--- src/rtl/adc_sp_pkg.sv ---
package adc_sp_pkg;

  localparam int FRAME_LEN   = 16;
  localparam int LEAD_ZEROS  = 4;
  localparam int MAX_RES     = 12;
  localparam int TRACK_AFTER = 13;
  localparam int CNT_W       = $clog2(FRAME_LEN + 1);

  // Assemble the outgoing frame, position 0 in the MSB.
  function automatic logic [FRAME_LEN-1:0] build_frame(
    input logic [MAX_RES-1:0] smp,
    input int                 res
  );
    logic [FRAME_LEN-1:0] fr;
    fr = '0;
    for (int p = 0; p < FRAME_LEN; p++) begin
      if (p >= LEAD_ZEROS && p < LEAD_ZEROS + res) begin
        fr[FRAME_LEN-1-p] = smp[res-1-(p-LEAD_ZEROS)];
      end
    end
    return fr;
  endfunction

  // Track release condition: enough falling edges have been counted.
  function automatic logic release_due(input logic [CNT_W-1:0] falls);
    return int'(falls) >= TRACK_AFTER;
  endfunction

  // Frame completion: this falling edge is the last one.
  function automatic logic last_fall(input logic [CNT_W-1:0] falls);
    return int'(falls) == FRAME_LEN - 1;
  endfunction

endpackage

--- src/rtl/adc_sp_sync.sv ---
module adc_sp_sync #(
  parameter int   STAGES    = 2,
  parameter logic RESET_VAL = 1'b0
) (
  input  logic clk,
  input  logic rst_n,
  input  logic pin,
  output logic rise,
  output logic fall
);

  logic [STAGES-1:0] chain;
  logic              prev;
  logic              level;

  always_ff @(posedge clk or negedge rst_n) begin
    if (!rst_n) begin
      chain <= {STAGES{RESET_VAL}};
      prev  <= RESET_VAL;
    end else begin
      chain <= {chain[STAGES-2:0], pin};
      prev  <= level;
    end
  end

  assign level = chain[STAGES-1];
  assign rise  = level & ~prev;
  assign fall  = ~level & prev;

  // an edge pulse lasts a single cycle

  one_cycle_edge_chk: assert property (@(posedge clk) disable iff (!rst_n)
    (rise || fall) |=> !(rise || fall));

endmodule

--- src/rtl/adc_sp_seq.sv ---
module adc_sp_seq
  import adc_sp_pkg::*;
#(
  parameter int RES_BITS = 12
) (
  input  logic               clk,
  input  logic               rst_n,
  input  logic               start,
  input  logic               abort,
  input  logic               shift,
  input  logic [MAX_RES-1:0] smp,
  output logic               sdo,
  output logic               oe,
  output logic               active,
  output logic [CNT_W-1:0]   falls
);

  logic [FRAME_LEN-1:0] shreg;

  always_ff @(posedge clk or negedge rst_n) begin
    if (!rst_n) begin
      shreg  <= '0;
      falls  <= '0;
      oe     <= 1'b0;
      active <= 1'b0;
    end else if (start) begin
      shreg  <= build_frame(smp, RES_BITS);
      falls  <= '0;
      oe     <= 1'b1;
      active <= 1'b1;
    end else if (abort && active) begin
      shreg  <= '0;
      oe     <= 1'b0;
      active <= 1'b0;
    end else if (shift && active) begin
      falls <= falls + 1'b1;
      if (last_fall(falls)) begin
        shreg  <= '0;
        oe     <= 1'b0;
        active <= 1'b0;
      end else begin
        shreg <= {shreg[FRAME_LEN-2:0], 1'b0};
      end
    end
  end

  assign sdo = shreg[FRAME_LEN-1];


  end_of_frame_chk: assert property (@(posedge clk) disable iff (!rst_n)
    (shift && active && !start && !abort && last_fall(falls)) |=> !oe);


  idle_shift_ignored_chk: assert property (@(posedge clk) disable iff (!rst_n)
    (shift && !active && !start) |=> $stable(falls));

endmodule

--- src/rtl/adc_sp_th.sv ---
module adc_sp_th
  import adc_sp_pkg::*;
(
  input  logic             clk,
  input  logic             rst_n,
  input  logic             start,
  input  logic             abort,
  input  logic             clk_rise,
  input  logic [CNT_W-1:0] falls,
  output logic             hold
);

  logic release_now;

  assign release_now = hold && clk_rise && release_due(falls);

  always_ff @(posedge clk or negedge rst_n) begin
    if (!rst_n) begin
      hold <= 1'b0;
    end else if (start) begin
      hold <= 1'b1;
    end else if (abort || release_now) begin
      hold <= 1'b0;
    end
  end


  early_release_chk: assert property (@(posedge clk) disable iff (!rst_n)
    (hold && !abort && !release_due(falls)) |=> hold);


  release_cause_chk: assert property (@(posedge clk) disable iff (!rst_n)
    $fell(hold) |-> $past(clk_rise || abort));

endmodule

--- src/rtl/adc_serial_port.sv ---
module adc_serial_port
  import adc_sp_pkg::*;
#(
  parameter int RES_BITS    = 12,
  parameter int SYNC_STAGES = 2
) (
  input  logic                clk,
  input  logic                rst_n,
  input  logic                sclk_in,
  input  logic                csn_in,
  input  logic [RES_BITS-1:0] sample_in,
  output logic                sdo,
  output logic                sdo_oe,
  output logic                hold
);

  generate
    if (!(RES_BITS == 8 || RES_BITS == 10 || RES_BITS == 12)) begin : g_bad_res
      $error("RES_BITS must be 8, 10 or 12");
    end
  endgenerate

  logic               cs_fall_ev;
  logic               cs_rise_ev;
  logic               sclk_fall_ev;
  logic               sclk_rise_ev;
  logic               frame_active;
  logic [CNT_W-1:0]   fall_count;
  logic [MAX_RES-1:0] smp_ext;

  assign smp_ext = MAX_RES'(sample_in);

  adc_sp_sync #(.STAGES(SYNC_STAGES), .RESET_VAL(1'b1)) u_cs_sync (
    .clk  (clk),
    .rst_n(rst_n),
    .pin  (csn_in),
    .rise (cs_rise_ev),
    .fall (cs_fall_ev)
  );

  adc_sp_sync #(.STAGES(SYNC_STAGES), .RESET_VAL(1'b0)) u_sclk_sync (
    .clk  (clk),
    .rst_n(rst_n),
    .pin  (sclk_in),
    .rise (sclk_rise_ev),
    .fall (sclk_fall_ev)
  );

  adc_sp_seq #(.RES_BITS(RES_BITS)) u_seq (
    .clk   (clk),
    .rst_n (rst_n),
    .start (cs_fall_ev),
    .abort (cs_rise_ev),
    .shift (sclk_fall_ev),
    .smp   (smp_ext),
    .sdo   (sdo),
    .oe    (sdo_oe),
    .active(frame_active),
    .falls (fall_count)
  );

  adc_sp_th u_th (
    .clk     (clk),
    .rst_n   (rst_n),
    .start   (cs_fall_ev),
    .abort   (cs_rise_ev),
    .clk_rise(sclk_rise_ev),
    .falls   (fall_count),
    .hold    (hold)
  );


  frame_start_chk: assert property (@(posedge clk) disable iff (!rst_n)
    cs_fall_ev |=> (sdo_oe && hold && !sdo));


  abort_release_chk: assert property (@(posedge clk) disable iff (!rst_n)
    (cs_rise_ev && !cs_fall_ev) |=> (!sdo_oe && !hold));


  quiet_when_off_chk: assert property (@(posedge clk) disable iff (!rst_n)
    !sdo_oe |-> !sdo);


  driver_only_in_frame_chk: assert property (@(posedge clk) disable iff (!rst_n)
    sdo_oe |-> frame_active);

endmodule

--- config.mk ---
export PLATFORM = sky130hd
export DESIGN_NAME = adc_serial_port
export DESIGN_NICKNAME = d
export VERILOG_FILES = /design/src/rtl/adc_sp_pkg.sv /design/src/rtl/adc_sp_sync.sv /design/src/rtl/adc_sp_seq.sv /design/src/rtl/adc_sp_th.sv /design/src/rtl/adc_serial_port.sv
export SDC_FILE = /design/constraint.sdc
export NUM_CORES = 1
export LEC_CHECK = 0
export ABC_CLOCK_PERIOD_IN_PS = 2200
export BUFFER_PORTS_ARGS = -buffer_cell sky130_fd_sc_hd__buf_2
export CAP_MARGIN = 10
export CORE_MARGIN = 2
export CORE_UTILIZATION = 55
export CTS_BUF_LIST = sky130_fd_sc_hd__clkbuf_16
export CTS_CLUSTER_DIAMETER = 60
export DETAILED_ROUTE_END_ITERATION = 12
export GPL_ROUTABILITY_DRIVEN = 1
export PLACE_DENSITY_LB_ADDON = 0.1
export SYNTH_ARGS = -nofsm -noshare
export SYNTH_HDL_FRONTEND = slang
export SYNTH_SLANG_ARGS = --single-unit
--- constraint.sdc ---
create_clock -name clk -period 2.2 [get_ports clk]
set_input_delay 0.11 -clock clk [delete_from_list [all_inputs] [get_ports clk]]
set_output_delay 0.11 -clock clk [all_outputs]
set_load 0.01 [all_outputs]
Word level (Yosys, flattened, before mapping):

Index checks and enable logic that the tools add are counted.

* eq/ne operators: 2
* bitwise operators: 8
* magnitude comparators: 1
* reductions and logical operators: 11
* multiplexer cells: 13
* $add $sub $neg: 1

Operators with widths (number)
* $mux 16: 4
* $mux 5: 3
* $mux 1: 6
* $reduce_bool 3->1: 2
* $add 5x1->5 const B: 1
* $eq 5x5->1 const B: 1
* $ge 5x4->1 const B: 1
* $and 1x1->1: 4
* $logic_and 1x1->1: 4
* $not 1->1: 4
* $reduce_and 2->1: 2
* $reduce_bool 2->1: 2
* $ne 2x2->1 const B: 1
* $logic_or 1x1->1: 1

* bits in registers: 29

Logic depth before layout (Yosys ltp):

* depth after elaboration: 7
* depth in mapped cells: 7
* mapped depth without buffers: 6

Cells and area by module:

Synthesis repeated with hierarchy kept, for this count alone.

* cell total of the unflattened synthesis: 94
* area, all modules: 1298.7 sq um

By module, submodules not included
* adc_sp_seq: area an instance 1058.5 sq um, times used 1, cells each 79
* adc_sp_sync at u_cs_sync: area an instance 93.8 sq um, times used 1, cells each 5
* adc_sp_sync at u_sclk_sync: area an instance 90.1 sq um, times used 1, cells each 5
* adc_sp_th: area an instance 56.3 sq um, times used 1, cells each 5

Least setup slack after synthesis:

No wires, ideal clock.

* path kind: reg-to-reg
* from: register u_seq.falls[0]
* to: register u_seq.shreg[4]
* period minus slack after synthesis: 1.754 ns
* slack: 0.446 ns
* setup time: 0.064 ns
* required time: 2.136 ns
* arrival time: 1.690 ns
* stages on the path, launching flop included: 8
* cell sequence: dfrtp_1 -> ha_1 -> and3_1 -> ha_1 -> a211oi_4 -> buf_4 -> a22o_1 -> mux2_2

* word-level cells in the longest chain between the ends: 5

RTL lines
* from (decl): RTL line adc_sp_seq.sv:15 `output logic [CNT_W-1:0] falls`
* from (signal assigned): RTL line adc_sp_seq.sv:36 `falls <= falls + 1'b1;`
* $eq 5x5->1: RTL line adc_sp_pkg.sv:31 `return int'(falls) == FRAME_LEN - 1;`
* $mux 16: RTL line adc_sp_seq.sv:37 `if (last_fall(falls)) begin`
* $mux 16: RTL line adc_sp_seq.sv:35 `end else if (shift && active) begin`
* $mux 16: RTL line adc_sp_seq.sv:31 `end else if (abort && active) begin`
* $mux 16: RTL line adc_sp_seq.sv:26 `end else if (start) begin`
* to (signal assigned): RTL line adc_sp_seq.sv:27 `shreg <= build_frame(smp, RES_BITS);`
* to (signal assigned): RTL line adc_sp_seq.sv:42 `shreg <= {shreg[FRAME_LEN-2:0], 1'b0};`
* to (decl): RTL line adc_sp_seq.sv:18 `logic [FRAME_LEN-1:0] shreg;`

Every way passes these cells. The select of a mux whose other input is x is not followed.
A chain may end at the register's enable or synchronous reset.

Final worst setup path:

* from: register u_cs_sync.chain[1]
* to: register u_seq.shreg[1]

* word-level cells in the longest chain between the ends: 4

RTL lines
* from (decl): RTL line adc_sp_sync.sv:12 `logic [STAGES-1:0] chain;`
* from (signal assigned): RTL line adc_sp_sync.sv:18 `chain <= {STAGES{RESET_VAL}};`
* from (signal assigned): RTL line adc_sp_sync.sv:21 `chain <= {chain[STAGES-2:0], pin};`
* $and 1x1->1: RTL line adc_sp_sync.sv:27 `assign rise = level & ~prev;`
* $logic_and 1x1->1: RTL line adc_sp_seq.sv:31
* $mux 16: RTL line adc_sp_seq.sv:31
* $mux 16: RTL line adc_sp_seq.sv:26

Parallel ways exist; a longest one is shown, timed or not.

==> flow_summary.toml <==
[run_status]
status = "complete, no violations"

[clock_tree]
clock-sinks = 29
clkTransAtPathRegs_ps = 50
worstSkewPairLatency_ps = 270
post_cts_buffers = 0
cts_tree = "yes"
cts_buffers = 5
clk_path_buf_depth = 2
cts.htree.levels = 2
cts-root-buf = "clkbuf_16"

[worst_setup_path]
reg2reg_depth = 5
arrival_ps = 2000
crit_fanout = 15
start_kind = "flop"
required_ps = 2350
end_kind = "flop"
worst-setup-path-type = "reg -> reg"

[timing]
tightest_slew_ps = 634.9
fin_skew_ps = 2.900
hold_viol = 0
finalWorstSetupSlack_ps = 357.6
slew_headroom_pct = 57.67
timing.hold.ws_ps = 47.56
period_needed_ps = 1842
setup_tns_ps = 0
fin_crit_sh_pct = 83.74
finalMaxSlewViolations = 0
setup_violations = 0
rsz0062_at_grt = "false"
clock.fmax_ghz = 0.5428

[yosys]
syn-cell-area_sq_mm = 0.001371
synth_cells = 120
yosysMostFrequentCell = "dfrtp_1"
ys_warn_count = 0
ys_ff_latch = 29
synth.distinct_cells = 31
synth-async-reset-ratio_pct = 100.0
syn_nets = 139
synth_common_cells = "dfrtp_1 (26), nand2_1 (18), a22o_1 (11), mux2_2 (11), inv_1 (8)"
ys.flop_type = "dfrtp_1"
synth_area_leader_cell = "dfrtp_1"
synth_top_area_share_pct = 47.45
synth_seq_area_share_pct = 53.19
synth_area_per_cell_sq_um = 11.43
ys_top_cells_by_area = "dfrtp_1 (47%), mux2_2 (9.0%), a22o_1 (7.0%)"
synth_edf_count = 0

[floorplan]
core_area_sq_mm = 0.002410
start_util_pct = 56.91
fp-row-count = 18
die_h_um = 53.93
dieArea_sq_mm = 0.002908
fp.dieW_um = 53.93
io_pins = 19

[cells_and_area]
fin_util_pct = 68.33
nets = 164
drive_gt1_share_pct = 30.34
syn2layout_area_growth_pct = 20.07
final_area_sq_mm = 0.001647
diodes = 0
layout.cells.non_filler = 175

[global_route]
antenna_found_initial = 0
grt_pass1_wl_mm = 3.933
gr-total-overflow = 0
first_global_vias = 881
grt_use_total_pct = 20.07
grt_max_degree = 30

[power]
power_density_mw_per_mm2 = 973.3
leakagePower_nw = 0.7871
ir_drop_v = 0.0007543
power_mw = 1.603

[detailed_routing]
totalWireLength_mm = 2.506
via_per_inst = 5.411
drt-initial-drc-count = 13
drc_errors = 0
vias = 947
final_antenna_net_count = 0
firstDrtPassIters = 4
wl_per_cell_um = 14.32

[placed_design]
io_buffer_count = 18
dpl_cell_area_sq_mm = 0.001484
dpl_worst_slack_ps = 342.0
place.gp.congestion = 0.8297
dpl.hpwl_mm = 1.597
dp.cells = 165

[hold_path]
hold_path_depth = 3
hp-class = "in -> reg"

[flow_run]
cap_violations = 0
-- state kept, by name, summed over array words and instances (netlist names) --
| register | count |
|---|---|
| u_seq.shreg | 16 |
| u_seq.falls | 5 |
| u_cs_sync.chain | 2 |
| u_sclk_sync.chain | 2 |
| u_cs_sync.prev | 1 |
| u_sclk_sync.prev | 1 |
| u_seq.oe | 1 |
| u_th.hold | 1 |
-- power by group --
group          switching [mW]  total (mW)  internal (mW)  leakage (nW)
Sequential             0.0755       0.725          0.649         0.364
Combinational           0.112       0.268          0.156         0.355
Clock                   0.209       0.610          0.401        0.0685
Total                   0.396        1.60           1.21         0.787
-- worst max-delay path: stages, from the launching register on --
cell and delay (ps):
dfstp_2 660, nor2b_4 270, o21ai_1 120, nand2_1 80, buf_4 230, mux2_2 370
-- worst paths after layout --
path / to / from / slack (ps)
worst max-delay path: u_seq.shreg[1] / u_cs_sync.chain[1] / 360
worst min-delay path: u_seq.shreg[0] / sample_in[0] / 50
worst max register to register: u_seq.shreg[1] / u_cs_sync.chain[1] / 360
worst min register to register: u_cs_sync.chain[1] / u_cs_sync.chain[0] / 350
max in group asynchronous: u_sclk_sync.chain[0] / rst_n / 1390
min in group asynchronous: u_seq.falls[1] / rst_n / 400
-- logic make-up after synthesis --
| logic type | Yosys count | share of synthesized area [%] |
|---|---|---|
| AND/OR/NAND/NOR | 34 | 12.59 |
| adder cells (fa/ha/maj) | 3 | 2.738 |
| flip-flops | 29 | 53.19 |
| AO/OA/AOI/OAI | 26 | 15.15 |
| buffers and inverters | 13 | 4.380 |
| multiplexers | 15 | 11.95 |
-- metal layers --
layer  up-vias  track usage, %  routed length, um
met3         9           8.056                115
met5         -               0                  0
met2        19           29.88               1126
met1       445           24.68               1198
met4         0           11.11                 65
li1        474               -                  -
-- final cells by class --
class                   instances  area [sq um]
flip-flops and latches         29         729.5
multi-input cells              78         581.8
clock buffers                   5         125.1
inverters                       8         30.03
well taps                      30         37.54
clock inverters                 2         7.507
fillers                       182         763.2
repair buffers                 23         135.1
-- repair_timing --
item | CTS | global route
hold endpoints to repair | 28 | 0
resized for setup | 0 | 0
hold buffers | 3 | 0
-- cell usage in the layout (no fill, tap or decap), types with 2 or more instances in the layout --
cell and n:
ha_1 3, mux2i_1 4, nand3_1 2, or3_1 2
buf_2 18, inv_1 9, nor2_1 3, nand2_1 18
a21oi_1 5, o22ai_1 3, dfrtp_1 26, clkbuf_16 5
dfstp_2 3, a22o_1 11, mux2_2 11, dlygate4sd3_1 3
buf_4 2
Power figures use the tool's default switching activity.
